===== config.mk =====
export PLATFORM = sky130hd
export DESIGN_NAME = morph_arith_unit
export DESIGN_NICKNAME = d
export VERILOG_FILES = /design/src/rtl/morph_pkg.sv /design/src/rtl/morph_mul.sv /design/src/rtl/morph_add3.sv /design/src/rtl/morph_cfg_ctrl.sv /design/src/rtl/morph_arith_unit.sv
export SDC_FILE = /design/constraint.sdc
export NUM_CORES = 1
export LEC_CHECK = 0
export BUFFER_PORTS_ARGS = -buffer_cell sky130_fd_sc_hd__buf_4
export CAP_MARGIN = 20
export CORE_MARGIN = 4
export CORE_UTILIZATION = 40
export DETAILED_ROUTE_END_ITERATION = 6
export PLACE_DENSITY = 0.65
export SLEW_MARGIN = 0
export SYNTH_ARGS = -nofsm -noshare
export SYNTH_HDL_FRONTEND = slang
export SYNTH_SLANG_ARGS = --single-unit

===== constraint.sdc =====
create_clock -name clk -period 1.9 [get_ports clk]
set_input_delay 0.19 -clock clk [delete_from_list [all_inputs] [get_ports clk]]
set_output_delay 0.19 -clock clk [all_outputs]
set_load 0.05 [all_outputs]

===== src/rtl/morph_pkg.sv =====
package morph_pkg;
    typedef enum logic {
        FN_MUL = 1'b0,
        FN_ADD = 1'b1
    } fn_e;

    typedef enum logic {
        ST_IDLE = 1'b0,
        ST_XFER = 1'b1
    } cfg_st_e;
endpackage


===== src/rtl/morph_mul.sv =====
module morph_mul #(
    parameter int W = 16
) (
    input  logic [W-1:0]   a,
    input  logic [W-1:0]   b,
    output logic [2*W-1:0] p
);
    always_comb begin
        p = (2*W)'(a) * (2*W)'(b);
    end
endmodule


===== src/rtl/morph_add3.sv =====
module morph_add3 #(
    parameter int W     = 16,
    parameter int LANES = 3
) (
    input  logic [LANES*W-1:0]     a,
    input  logic [LANES*W-1:0]     b,
    output logic [LANES*(W+1)-1:0] s
);
    for (genvar i = 0; i < LANES; i++) begin : g_lane
        assign s[i*(W+1) +: W+1] = (W+1)'(a[i*W +: W]) + (W+1)'(b[i*W +: W]);
    end
endmodule


===== src/rtl/morph_cfg_ctrl.sv =====
module morph_cfg_ctrl
    import morph_pkg::*;
#(
    parameter int FRAME_WORDS = 41
) (
    input  logic clk,
    input  logic rst_n,
    input  logic req_valid,
    input  fn_e  req_fn,
    input  logic beat,
    output logic busy,
    output logic irq,
    output logic ready,
    output fn_e  mode
);
    localparam int CNT_W = $clog2(FRAME_WORDS + 1);
    localparam logic [CNT_W-1:0] LAST = CNT_W'(FRAME_WORDS - 1);

    typedef struct packed {
        cfg_st_e          st;
        fn_e              mode;
        fn_e              target;
        logic [CNT_W-1:0] cnt;
        logic             irq;
        logic             ready;
    } ctrl_t;

    ctrl_t r_d, r_q;

    always_comb begin
        r_d       = r_q;
        r_d.ready = 1'b0;
        case (r_q.st)
            ST_IDLE: begin
                if (req_valid) begin
                    if (req_fn == r_q.mode) begin
                        r_d.ready = 1'b1;
                    end else begin
                        r_d.st     = ST_XFER;
                        r_d.target = req_fn;
                        r_d.cnt    = '0;
                        r_d.irq    = 1'b1;
                    end
                end
            end
            default: begin
                if (beat) begin
                    r_d.irq = 1'b0;
                    if (r_q.cnt == LAST) begin
                        r_d.st    = ST_IDLE;
                        r_d.mode  = r_q.target;
                        r_d.cnt   = '0;
                        r_d.ready = 1'b1;
                    end else begin
                        r_d.cnt = CNT_W'(r_q.cnt + 1'b1);
                    end
                end
            end
        endcase
    end

    always_ff @(posedge clk or negedge rst_n) begin
        if (!rst_n) begin
            r_q <= '{st: ST_IDLE, mode: FN_MUL, target: FN_MUL, cnt: '0, irq: 1'b0, ready: 1'b0};
        end else begin
            r_q <= r_d;
        end
    end

    assign busy  = (r_q.st == ST_XFER);
    assign irq   = r_q.irq;
    assign ready = r_q.ready;
    assign mode  = r_q.mode;

    AST_CNT_IN_FRAME: assert property (@(posedge clk) disable iff (!rst_n)
        r_q.cnt <= LAST);
    AST_IRQ_ONLY_BUSY: assert property (@(posedge clk) disable iff (!rst_n)
        irq |-> busy);
    AST_REQ_IGNORED_BUSY: assert property (@(posedge clk) disable iff (!rst_n)
        (busy && req_valid) |=> $stable(r_q.target));
endmodule


===== src/rtl/morph_arith_unit.sv =====
module morph_arith_unit
    import morph_pkg::*;
#(
    parameter int W           = 16,
    parameter int LANES       = 3,
    parameter int FRAME_WORDS = 41
) (
    input  logic                     clk,
    input  logic                     rst_n,
    input  logic                     mode_req_valid,
    input  logic                     mode_req_sel,
    input  logic                     cfg_beat,
    output logic                     cfg_irq,
    output logic                     busy,
    output logic                     cfg_ready,
    output logic                     mode_active,
    input  logic                     mul_in_valid,
    input  logic [W-1:0]             mul_a,
    input  logic [W-1:0]             mul_b,
    input  logic                     add_in_valid,
    input  logic [LANES*W-1:0]       add_a,
    input  logic [LANES*W-1:0]       add_b,
    output logic                     mul_out_valid,
    output logic [2*W-1:0]           mul_p,
    output logic                     add_out_valid,
    output logic [LANES*(W+1)-1:0]   add_sum
);
    localparam int PW = 2 * W;
    localparam int SW = LANES * (W + 1);

    typedef struct packed {
        logic [PW-1:0] prod;
        logic [SW-1:0] sum;
        logic          mul_v;
        logic          add_v;
    } out_t;

    fn_e           mode;
    logic          busy_w;
    logic [PW-1:0] prod_w;
    logic [SW-1:0] sum_w;
    out_t          o_d, o_q;

    morph_cfg_ctrl #(.FRAME_WORDS(FRAME_WORDS)) u_ctrl (
        .clk       (clk),
        .rst_n     (rst_n),
        .req_valid (mode_req_valid),
        .req_fn    (fn_e'(mode_req_sel)),
        .beat      (cfg_beat),
        .busy      (busy_w),
        .irq       (cfg_irq),
        .ready     (cfg_ready),
        .mode      (mode)
    );

    morph_mul #(.W(W)) u_mul (
        .a (mul_a),
        .b (mul_b),
        .p (prod_w)
    );

    morph_add3 #(.W(W), .LANES(LANES)) u_add (
        .a (add_a),
        .b (add_b),
        .s (sum_w)
    );

    always_comb begin
        o_d       = o_q;
        o_d.prod  = prod_w;
        o_d.sum   = sum_w;
        o_d.mul_v = mul_in_valid && !busy_w && (mode == FN_MUL);
        o_d.add_v = add_in_valid && !busy_w && (mode == FN_ADD);
    end

    always_ff @(posedge clk or negedge rst_n) begin
        if (!rst_n) begin
            o_q <= '0;
        end else begin
            o_q <= o_d;
        end
    end

    assign busy          = busy_w;
    assign mode_active   = mode;
    assign mul_p         = o_q.prod;
    assign add_sum       = o_q.sum;
    assign mul_out_valid = o_q.mul_v;
    assign add_out_valid = o_q.add_v;

    AST_BUSY_MUTES_VALID: assert property (@(posedge clk) disable iff (!rst_n)
        busy |=> (!mul_out_valid && !add_out_valid));
    AST_ONE_FN_VALID: assert property (@(posedge clk) disable iff (!rst_n)
        !(mul_out_valid && add_out_valid));
    AST_MODE_MOVES_WITH_READY: assert property (@(posedge clk) disable iff (!rst_n)
        !$stable(mode_active) |-> cfg_ready);
    AST_SAME_MODE_NO_XFER: assert property (@(posedge clk) disable iff (!rst_n)
        (!busy && mode_req_valid && (mode_req_sel == mode_active)) |=> (!busy && !cfg_irq && cfg_ready));
endmodule


== Yosys cells after proc, flatten, opt, wreduce, memory -nomap -nowiden ==
Index checks and enable logic that the tools add are counted.

* Register bits: 96
* Bits of input ports: 135
* Word-level logic and storage cells: 43

* Bitwise gates (word level): 3
* Equal/unequal tests: 4
* Add/subtract/negate cells: 4
* Reduce and logical (&&, ||, !) cells: 9
* Muxes and demuxes: 12
* Multipliers: 1

{| class="wikitable"
|+ Operators by type and width
! kind !! count
|-
| $add 16x16->17 || 3
|-
| $mul 16x16->32 || 1
|-
| $mux 8 || 3
|-
| $reduce_and 3->1 || 3
|-
| $mux 7 || 1
|-
| $add 6x1->6 const B || 1
|-
| $eq 6x6->1 const B || 1
|-
| $mux 6 || 1
|-
| $mux 1 || 5
|-
| $logic_and 1x1->1 || 4
|-
| $mux 2 || 2
|-
| $not 1->1 || 3
|-
| $ne 2x1->1 const B || 1
|-
| $ne 2x2->1 const B || 1
|-
| $reduce_bool 2->1 || 1
|-
| $eq 1x1->1 || 1
|-
| $logic_not 1->1 || 1
|}

== Longest topological paths before layout ==
Gate-level depths: netlist of run 1.

* Depth in word-level cells: 4
* Gate-level depth with buffers: 23

== By module ==
A second synthesis of run 1 with hierarchy kept.

* Cells, all modules: 1440
* Area total of the unflattened synthesis: 13700.6 um^2

{| class="wikitable"
|+ By module, submodules not included
! module !! area an instance (um^2) !! cells an instance !! instances
|-
| morph_mul || 8800.9 || 1024 || 1
|-
| morph_add3 || 2179.6 || 278 || 1
|-
| morph_arith_unit || 2148.3 || 87 || 1
|-
| morph_cfg_ctrl || 571.8 || 51 || 1
|}

== Least setup slack after synthesis of run 1 ==
OpenSTA, ideal clock, no wires.

* Kind: input to register
* From: input mul_a[7]
* To: register o_q, in the netlist mul_p[30]
* Data required time: 1.772 ns
* Data arrival time: 5.344 ns
* Path buffers: 2
* Stages: 22
* Setup slack: -3.572 ns
* Cell sequence: clkbuf_1 > nand2_1 > fa_1 > inv_1 > fa_1 > inv_1 > fa_1 > inv_1 > fa_1 > fa_1 > inv_1 > fa_1 > inv_1 > ha_1 > buf_6 > a211o_1 > a31o_1 > a221oi_2 > o211ai_2 > a211oi_2 > o21bai_1 > xor2_1

{| class="wikitable"
|+ RTL lines
! what !! line !! text
|-
| start, declared || morph_arith_unit.sv:18 || <nowiki>input logic [W-1:0] mul_a,</nowiki>
|-
| end signal, assigned || morph_arith_unit.sv:78 || <nowiki>o_q <= '0;</nowiki>
|-
| end signal, assigned || morph_arith_unit.sv:80 || <nowiki>o_q <= o_d;</nowiki>
|-
| end, declared || morph_arith_unit.sv:42 || <nowiki>out_t o_d, o_q;</nowiki>
|}

==> impl_results.md, run 1 <==
- Minimum period implied by the final worst setup slack: 5.09 ns
- Met2 usage in global routing: between 30% and 40%
- Synthesized instance count: 1448
- Post-synth design cell area: 13500 um2
- Proportion of synthesized chip area in sequential cells: between 10% and 20%
- Final hold slack: 0.0595 ns
- Least-Margin Pin Slew: 0.476 ns
- Deepest level of the CTS H-tree: 3
- Worst endpoint required time: approximately 2.1 ns
- Nets in the synthesized netlist: slightly below 2000
- Worst setup path category: in -> reg
- Setup repair after global routing missed its margin: true
- Initial core utilization: approximately 40%
- Most common flop cell mapped by yosys: dfrtp_1
- Result of the run: finished with violations
- TritonCTS clock tree: yes
- Final Max Tran Viols: 0
- Layout Nets: 2370
- Syn avg cell area: 9.33 um2
- Violations in the final reports: negative setup slack
- Final design utilization: around 56%
- Global routing usage summed across all routing layers: between 20% and 30%
- Placed cells: 2275
- Horizontal extent of the die: between 150 and 200 um
- Final cell count without fillers: around 2300
- Final TNS setup: -72.20 ns
- First-pass GRT wire length: ~60000 um
- Share of cells above drive strength 1: between 30% and 40%
- Die Ht: roughly 190 um
- Full die area: ~37000 um2
- Number of iterations in the first detailed-routing pass: 6
- WL per Instance: roughly 16 um
- Worst hold path class: in -> reg
- Setup violation total in the final timing report: 28
- Number of different library cells in the post-synthesis netlist: between 70 and 80
- Cts bufs inserted: 9
- HPWL after detailed placement: between 30000 and 40000 um
- Met1 demand-to-capacity share in global routing: a little over a quarter
- Maximum Capacitance Violations: 0
- Detailed-route via count: between 10000 and 15000
- Final wirelength: around 37000 um
- Antenna violations before repair: 0
- Diode insertion count for antenna repair: 0
- Clock-pin transition on the worst setup and hold timing paths: ~0.070 ns
- Number of clock sinks: 96
- Final clock period utilization by the worst path: 268%
- IO Pins: about 220
- Critical Path Sink Type: flop
- Vias in the first global route: roughly 12000
- #FFs+latches synth: 96
- Peak-usage layer in the global routing report: met2
- Iteration-0 DRC count of the detailed router: around 460
- DRC Markers: 0
- Antenna-violating nets left: 0
- Root buffer cell: clkbuf_16
- Core Rows: 67
- Placer congestion estimate: 0.903
- Critical path fanouts, max: 5
- Via density per instance: approximately 4.9
- F_max: just under 200 MHz
- Largest net degree at the start of global routing: 35
- Setup WS post-layout: -3.19 ns
- Relative slew margins: roughly two thirds
- Count of synthesis-stage warnings from yosys: 0
- Global-route congestion overflow total: 0
- Data arrival time of the worst path: approximately 5.3 ns
- Worst clock skew on the final layout: about 0.0046 ns
- Global-route met3 utilization: 2.34%
- Number of cells on the worst reg-to-reg path: 6
- Startpoint Class: input pin
- Buffers added on ports: 223
- Fraction of registers with async set/reset: 100%
- Hold Path Stages: 2
- Clock tree buffer depth: 2
- Hold violation count in the final report: 0
- Placeable core region: approximately 33000 um2
- Area added between synthesis and finish: 39.7%
- Post-synth EDFFs: 0
- Insertion delay of the later-clocked pin in the worst-skew pair: about 0.34 ns
## stage by stage
| step | setup slack [ns] | instance area (um2) |
|---|---|---|
| 6_report | -3.19 | 18900 |
| 5_1_grt | -3.33 | 18900 |
| 4_1_cts | -3.13 | 18500 |
| 3_5_place_dp | -3.69 | 17200 |
| 3_3_place_gp | -3.63 | 17200 |
| 2_1_floorplan | -3.40 | 13900 |
## synth_stat cells (5+ instances only)
master	count	area, um2
nand2b_1	9	56.3
a21o_1	22	165
buf_6	5	56.3
a31oi_1	5	31.3
inv_1	264	991
fa_1	197	3940
ha_1	154	1930
o31ai_1	5	37.5
and3_1	6	37.5
o21ai_1	5	25.0
xor2_1	18	158
o21bai_1	8	60.1
nor2b_1	12	75.1
and2_1	116	726
dfrtp_1	96	2400
o21ai_0	39	195
nor2_1	54	203
clkbuf_1	33	124
o211ai_1	6	45.0
nor3_1	8	40.0
nand3_1	9	45.0
nand4_1	7	43.8
nand2_1	179	672
o21a_1	16	120
xnor2_1	40	350
a211oi_1	10	75.1
a21oi_1	52	260
## worst max-delay path, cell delays in order
cell      delay (ns)
buf_8           0.10
and2_4          0.15
fa_1            0.54
inv_2           0.04
fa_1            0.52
inv_1           0.05
fa_1            0.51
fa_1            0.43
fa_1            0.50
inv_1           0.05
fa_1            0.49
inv_2           0.05
ha_4            0.26
buf_6           0.12
nand3_4         0.09
nor3_4          0.18
o211ai_1        0.15
a21o_1          0.24
a21o_1          0.20
o31a_1          0.30
xnor2_1         0.13
## cells by family (layout without fill, tap and decap cells)
family	count (synthesis)	count (layout)	share of synthesized area (%)
and+or+nand+nor	423	423	15.4
adders and majority gates	351	351	43.5
buffers and inverters	304	743	8.77
AOI/OAI and AO/OA	213	213	10.6
muxes	3	3	0.232
xor gates and xnor gates	58	58	3.76
DFF	96	96	17.8
## state kept, by name, summed over array words and instances, names as in the netlist
signal	flops
u_ctrl.r_q	7
add_sum	51
u_ctrl.ready	1
u_ctrl.busy	1
mul_p	32
mul_out_valid	1
add_out_valid	1
u_ctrl.irq	1
u_ctrl.mode	1
## path summary, 6_finish.rpt
path                                         start                         to  slack [ns]
max                                      mul_b[10]        mul_p[28]$_DFF_PN0_       -3.19
min                                      add_b[16]      add_sum[17]$_DFF_PN0_        0.06
max reg2reg                u_ctrl.mode$_DFFE_PN0P_  u_ctrl.r_q[5]$_DFFE_PN0P_        0.38
min reg2reg                 u_ctrl.irq$_DFFE_PN0P_     u_ctrl.irq$_DFFE_PN0P_        0.52
max in group asynchronous                    rst_n      add_sum[32]$_DFF_PN0_        0.98
min in group asynchronous                    rst_n      add_sum[12]$_DFF_PN0_        0.35
## final cells by class
class | instances | area [um2]
Sequential cell | 96 | 2400
Timing Repair Buffer | 465 | 3870
Clock buffer | 9 | 225
Multi-Input combinational cell | 1048 | 10800
Clock inverter | 5 | 36.3
Tap cell | 448 | 561
Fill cell | 2913 | 14600
Inverter | 264 | 991
## timing repair
action	4_1_cts	5_1_grt
endpoints found under the hold margin	31	0
cloned	0	0
hold buffers	1	0
buffers inserted	40	14
pin swaps	105	65
resized for setup	172	73
endpoints found under the setup margin	29	41
## per-layer routing
layer  vias up  wire (um)
li1       5464          -
met1      5752      15600
met2       230      18900
met3        50       1360
met4         0        713
met5         -          0
## placed cells by master, fill, tap and decap left out, types with 14 or more instances in the layout
| cell type | instances |
|---|---|
| nand2_1 | 160 |
| and2_1 | 91 |
| a21oi_2 | 14 |
| xnor2_1 | 38 |
| nor2_1 | 48 |
| and2_4 | 25 |
| xor2_1 | 17 |
| a21o_1 | 22 |
| o21a_1 | 15 |
| ha_1 | 127 |
| fa_1 | 183 |
| a21oi_1 | 39 |
| buf_6 | 73 |
| inv_2 | 23 |
| buf_4 | 381 |
| dfrtp_1 | 96 |
| o21ai_0 | 27 |
| fa_2 | 14 |
| inv_1 | 241 |
| ha_4 | 24 |
Power of run 1 is not shown: default switching activity piles up to over one toggle a cycle in this logic, so the estimate is an artifact.
==> run 2, diff against run 1 <==
--- a/config.mk
+++ b/config.mk
@@ -10,7 +10,6 @@
 export CORE_MARGIN = 4
 export CORE_UTILIZATION = 40
 export DETAILED_ROUTE_END_ITERATION = 6
-export PLACE_DENSITY = 0.65
 export SLEW_MARGIN = 0
 export SYNTH_ARGS = -nofsm -noshare
 export SYNTH_HDL_FRONTEND = slang
==> run 2 against run 1 <==
  * Clock skew up 0.0011 ns
  * Hold slack better by 0.0081 ns
  * Critical path depth unchanged
  * Via count down 2.3%
  * Non-clock buffer count down 12
  * Sequential share of layout area about the same
  * Wire length down 3.1%
  * Register-to-register slack about the same
  * Critical endpoint unchanged
  * Highest routed layer unchanged
  * The flow still finishes with violations (negative setup slack)
  * Final area about the same
==> impl_results.md, run 2 (synthesis gave the netlist of run 1 again) <==
- Result of the run: finished with violations
- Violations in the final reports: negative setup slack
- Core Rows: 67
- Area added between synthesis and finish: 39.6%
- Setup violation total in the final timing report: 28
- Placed cells: between 2000 and 2500
- IO Pins: about 220
- Final clock period utilization by the worst path: 268%
- Global-route congestion overflow total: 0
- Antenna violations before repair: 0
- Setup repair after global routing missed its margin: true
- Worst endpoint required time: around 2.1 ns
- Via density per instance: a little under 5
- Die Ht: between 150 and 200 um
- Startpoint Class: input pin
- Full die area: approximately 37000 um2
- Deepest level of the CTS H-tree: 3
- Final cell count without fillers: between 2000 and 2500
- First-pass GRT wire length: between 50000 and 60000 um
- Post-placement setup slack: -3.67 ns
- Critical path fanouts, max: 8
- WL per Instance: 15.3 um
- DRC Markers: 0
- F_max: 196 MHz
- Maximum Capacitance Violations: 0
- Largest net degree at the start of global routing: 35
- Layout Nets: 2358
- Relative slew margins: 66.1%
- Global routing usage summed across all routing layers: 19.6%
- Placeable core region: between 30000 and 40000 um2
- Vias in the first global route: roughly 12000
- Final wirelength: ~35000 um
- Clock tree buffer depth: 2
- Hold violation count in the final report: 0
- Worst hold path class: in -> reg
- Iteration-0 DRC count of the detailed router: 405
- Antenna-violating nets left: 0
- Final Max Tran Viols: 0
- Data arrival time of the worst path: around 5.3 ns
- Worst setup path category: in -> reg
- Least-Margin Pin Slew: 0.505 ns
- Filler Cells Inserted: between 3000 and 4000
- Worst clock skew on the final layout: roughly 0.0057 ns
- Minimum period implied by the final worst setup slack: 5.09 ns
- Detailed-route via count: approximately 11000
- Share of cells above drive strength 1: about a third
- Initial core utilization: ~40%
- HPWL after detailed placement: 30300 um
- TritonCTS clock tree: yes
- Most common library cell in the layout ignoring fill and taps: buf_4
- Horizontal extent of the die: 192 um
- Root buffer cell: clkbuf_16
- Flip-flop count of the largest register after layout: 51
- Setup WS post-layout: -3.19 ns
- Buffers added on ports: ~220
- Clock-pin transition on the worst setup and hold timing paths: roughly 0.07 ns
- Critical Path Sink Type: flop
- Most frequent cells in the layout: buf_4, inv_1, fa_1, nand2_1, ha_1
- Number of iterations in the first detailed-routing pass: 4
- Number of clock sinks: 96
- Diode insertion count for antenna repair: 0
- Cts bufs inserted: 9
- Placer congestion estimate: 0.872
- Insertion delay of the later-clocked pin in the worst-skew pair: about 0.33 ns
-- run 2: cell count changes in the layout (fill, tap and decap cells not counted), sizes merged --
cell / change
buf: -12
bufinv: +1
clkbuf: +2
clkinv: -2
clkinvlp: -1
inv: +1
-- run 2: worst paths after layout --
kind | depth (start not counted) | startpoint | endpoint | slack, ns
worst max-delay path | 21 | mul_a[5] | mul_p[28]$_DFF_PN0_ | -3.19
worst min-delay path | 2 | add_b[16] | add_sum[17]$_DFF_PN0_ | 0.07
worst max register to register | 6 | u_ctrl.mode$_DFFE_PN0P_ | u_ctrl.r_q[5]$_DFFE_PN0P_ | 0.38
worst min register to register | 1 | u_ctrl.r_q[8]$_DFFE_PN0P_ | u_ctrl.mode$_DFFE_PN0P_ | 0.54
max in group asynchronous | 3 | rst_n | mul_p[27]$_DFF_PN0_ | 0.99
min in group asynchronous | 2 | rst_n | add_sum[43]$_DFF_PN0_ | 0.34
-- run 2: cell type report --
| type | count | area [um2] | area share (%) |
|---|---|---|---|
| multi-input combinational | 1048 | 10800 | 57.3 |
| timing repair buffer | 453 | 3790 | 20.1 |
| sequential | 96 | 2400 | 12.7 |
| inverter | 264 | 991 | 5.26 |
| tap | 448 | 561 | 2.97 |
| clock buffer | 11 | 243 | 1.29 |
| clock inverter | 4 | 53.8 | 0.285 |
-- run 2: layer usage --
metal | vias up | part of all wire (%) | track usage (%)
met5 | - | 0 | 0
li1 | 5430 | - | -
met1 | 5571 | 41 | 24.5
met2 | 197 | 53 | 36.2
met3 | 29 | 4.4 | 3.20
met4 | 0 | 1.3 | 2.93
-- run 2: timing repair --
item	in CTS	in global routing
setup endpoints to repair	29	39
cloned	0	0
setup buffers	30	15
hold buffers	1	0
pin swaps	94	75
gates resized for setup	172	87
endpoints found under the hold margin	31	0
-- run 2: through the flow --
stage          hold WS (ns)  utilization, %  area [um2]  setup TNS (ns)
6_report             0.0676            56.4       18900          -73.85
5_1_grt              0.0497            56.4       18900          -77.04
4_1_cts              0.0446            55.2       18500          -72.86
3_5_place_dp          0.180            51.5       17200          -90.18
3_3_place_gp          0.175            51.5       17200          -89.78
2_1_floorplan        -0.106               -       13900          -71.88
-- run 2: worst max-delay path: stages --
cell      delay, ns
buf_6          0.11
and2_4         0.14
fa_1           0.55
inv_2          0.05
fa_1           0.53
inv_1          0.06
fa_1           0.49
fa_1           0.42
fa_1           0.51
inv_1          0.05
fa_1           0.49
inv_2          0.05
ha_4           0.26
buf_6          0.13
nand3_4        0.10
nor3_4         0.19
o211ai_1       0.15
a21o_1         0.24
a21o_1         0.20
o31a_1         0.29
xnor2_1        0.12
Power of run 2 is left out for the same reason.
==> run 3, diff against run 2 <==
--- a/config.mk
+++ b/config.mk
@@ -7,9 +7,13 @@
 export LEC_CHECK = 0
 export BUFFER_PORTS_ARGS = -buffer_cell sky130_fd_sc_hd__buf_4
 export CAP_MARGIN = 20
+export CELL_PAD_IN_SITES_DETAIL_PLACEMENT = 0
+export CELL_PAD_IN_SITES_GLOBAL_PLACEMENT = 2
 export CORE_MARGIN = 4
-export CORE_UTILIZATION = 40
+export CORE_UTILIZATION = 36
 export DETAILED_ROUTE_END_ITERATION = 6
+export PLACE_DENSITY_LB_ADDON = 0.1
+export SKIP_LAST_GASP = 1
 export SLEW_MARGIN = 0
 export SYNTH_ARGS = -nofsm -noshare
 export SYNTH_HDL_FRONTEND = slang
==> run 3 against run 2 <==
  * The run still ends with negative setup slack left
  * First-iteration DRC count decreased by 31%
  * Fmax increased by 1.1%
  * Worst setup slack improved by 0.054 ns
==> impl_results.md, run 3 (synthesis gave the netlist of run 1 again) <==
- Result of the run: finished with violations
- Violations in the final reports: negative setup slack
- Global routing usage summed across all routing layers: 18.3%
- Data arrival time of the worst path: 5.27 ns
- Antenna-violating nets left: 0
- Filler Cells Inserted: 3532
- Deepest level of the CTS H-tree: 3
- Final hold slack: approximately 0.053 ns
- Initial core utilization: between 30% and 40%
- Post-placement setup slack: -3.71 ns
- IO Pins: 224
- Setup WS post-layout: -3.14 ns
- Buffers added on ports: roughly 220
- Final design utilization: around half
- Area of combinational cells with multiple inputs: approximately 11000 um2
- Global-route congestion overflow total: 0
- Launch point of the critical path: mul_b[10]
- Number of buffer and inverter instances along the worst setup path: 5
- Insertion delay of the later-clocked pin in the worst-skew pair: between 0.3 and 0.4 ns
- Full die area: around 41000 um2
- TritonCTS clock tree: yes
- Core Rows: 70
- Final Max Tran Viols: 0
- Share of cells above drive strength 1: 33.1%
- Most frequent cells in the layout: buf_4, inv_1, fa_1, nand2_1, ha_1
- First-pass GRT wire length: approximately 61000 um
- Final wirelength: between 30000 and 40000 um
- Setup repair after global routing missed its margin: true
- Via density per instance: between 4 and 5
- Worst hold path class: in -> reg
- Worst endpoint required time: between 2 and 2.5 ns
- Startpoint of the tightest hold check path: add_b[16]
- Iteration-0 DRC count of the detailed router: 281
- Placeable core region: between 30000 and 40000 um2
- Layout Nets: 2375
- Critical Path Sink Type: flop
- Clock-pin transition on the worst setup and hold timing paths: 0.07 ns
- Cell Chain, Critical Path: buf_6 > and2_4 > fa_1 > inv_2 > fa_1 > inv_2 > fa_1 > fa_1 > fa_1 > inv_1 > fa_1 > inv_2 > ha_4 > a211o_1 > a31o_1 > a221oi_4 > o211ai_2 > a211oi_2 > o21bai_1 > xor2_1
- Seq. cell area: about 2400 um2
- Cts bufs inserted: 9
- Final clock period utilization by the worst path: 265%
- Die Ht: 202 um
- Startpoint Class: input pin
- Horizontal extent of the die: around 200 um
- Final cell count without fillers: approximately 2400
- F_max: just under 200 MHz
- Clock tree buffer depth: 2
- Most used cell, CP: fa_1
- Cell family with the largest share of critical-path delay: adder cells
- Critical path's largest stage delay: approximately 0.55 ns
- Largest net degree at the start of global routing: 38
- Detailed-route via count: 11300
- Placer congestion estimate: about 0.82
- HPWL after detailed placement: 32400 um
- Worst clock skew on the final layout: ~0.0031 ns
- DRC Markers: 0
- Hold violation count in the final report: 0
- Placed cells: ~2300
- Number of clock sinks: 96
- Critical path fanouts, max: 3
- Diode insertion count for antenna repair: 0
- Least-Margin Pin Slew: about 0.5 ns
- Minimum period implied by the final worst setup slack: between 5 and 6 ns
- Crit path max-delay cell type: fa_1
- Root buffer cell: clkbuf_16
- Worst setup path category: in -> reg
- Relative slew margins: between 60% and 70%
- Area added between synthesis and finish: 38.2%
- Flip-flop count of the largest register after layout: 51
- Most common library cell in the layout ignoring fill and taps: buf_4
- Maximum Capacitance Violations: 0
- WL per Instance: 15.7 um
- Critical register-to-register path startpoint: u_ctrl.mode$_DFFE_PN0P_
- Setup violation total in the final timing report: 28
- Vias in the first global route: about 12000
- Number of iterations in the first detailed-routing pass: 5
- Antenna violations before repair: 0
run 3: final timing paths:
path / cells after the start / end / slack [ns]
worst min register to register: 1 / u_ctrl.r_q[5]$_DFFE_PN0P_ / 0.54
worst max register to register: 6 / u_ctrl.r_q[5]$_DFFE_PN0P_ / 0.33
min in group asynchronous: 2 / add_sum[40]$_DFF_PN0_ / 0.35
worst max-delay path: 20 / mul_p[30]$_DFF_PN0_ / -3.14
max in group asynchronous: 3 / mul_p[29]$_DFF_PN0_ / 0.97
worst min-delay path: 2 / add_sum[17]$_DFF_PN0_ / 0.05
run 3: worst reg2reg max path, cell delays in order (launching register included):
cell	delay, ns
dfrtp_1	0.47
xor2_1	0.27
nand2_1	0.10
and2_0	0.27
o21bai_1	0.21
nand2_1	0.07
o31ai_1	0.06
run 3: routing by layer:
layer	global-route usage, %	up-vias	share of wire (%)
li1	-	5476	-
met1	24.0	5631	43
met2	32.6	170	52
met3	2.58	27	3.3
met4	3.30	0	1.6
met5	0	-	0
run 3: area by class of cell:
class	count	area share, %
timing repair buffer	470	20.0
clock buffer	9	1.21
sequential	96	12.9
inverter	264	5.31
clock inverter	7	0.456
tap	468	3.14
multi-input combinational	1048	57.0
run 3: what timing repair did:
action / 4_1_cts / 5_1_grt
pin swaps: 80 / 38
hold endpoints to repair: 33 / 0
gates cloned: 0 / 0
setup buffers: 16 / 11
setup endpoints to repair: 28 / 40
hold buffers: 1 / 0
gates resized for setup: 105 / 54
run 3: metrics by stage:
| stage | instance area, um2 | TNS [ns] |
|---|---|---|
| finish | 18700 | -71.88 |
| floorplan | 13900 | -71.88 |
| global route | 18700 | -76.12 |
| global placement | 17400 | -90.92 |
| CTS | 18300 | -72.11 |
| detailed placement | 17400 | -91.83 |
Power of run 3 is left out for the same reason.
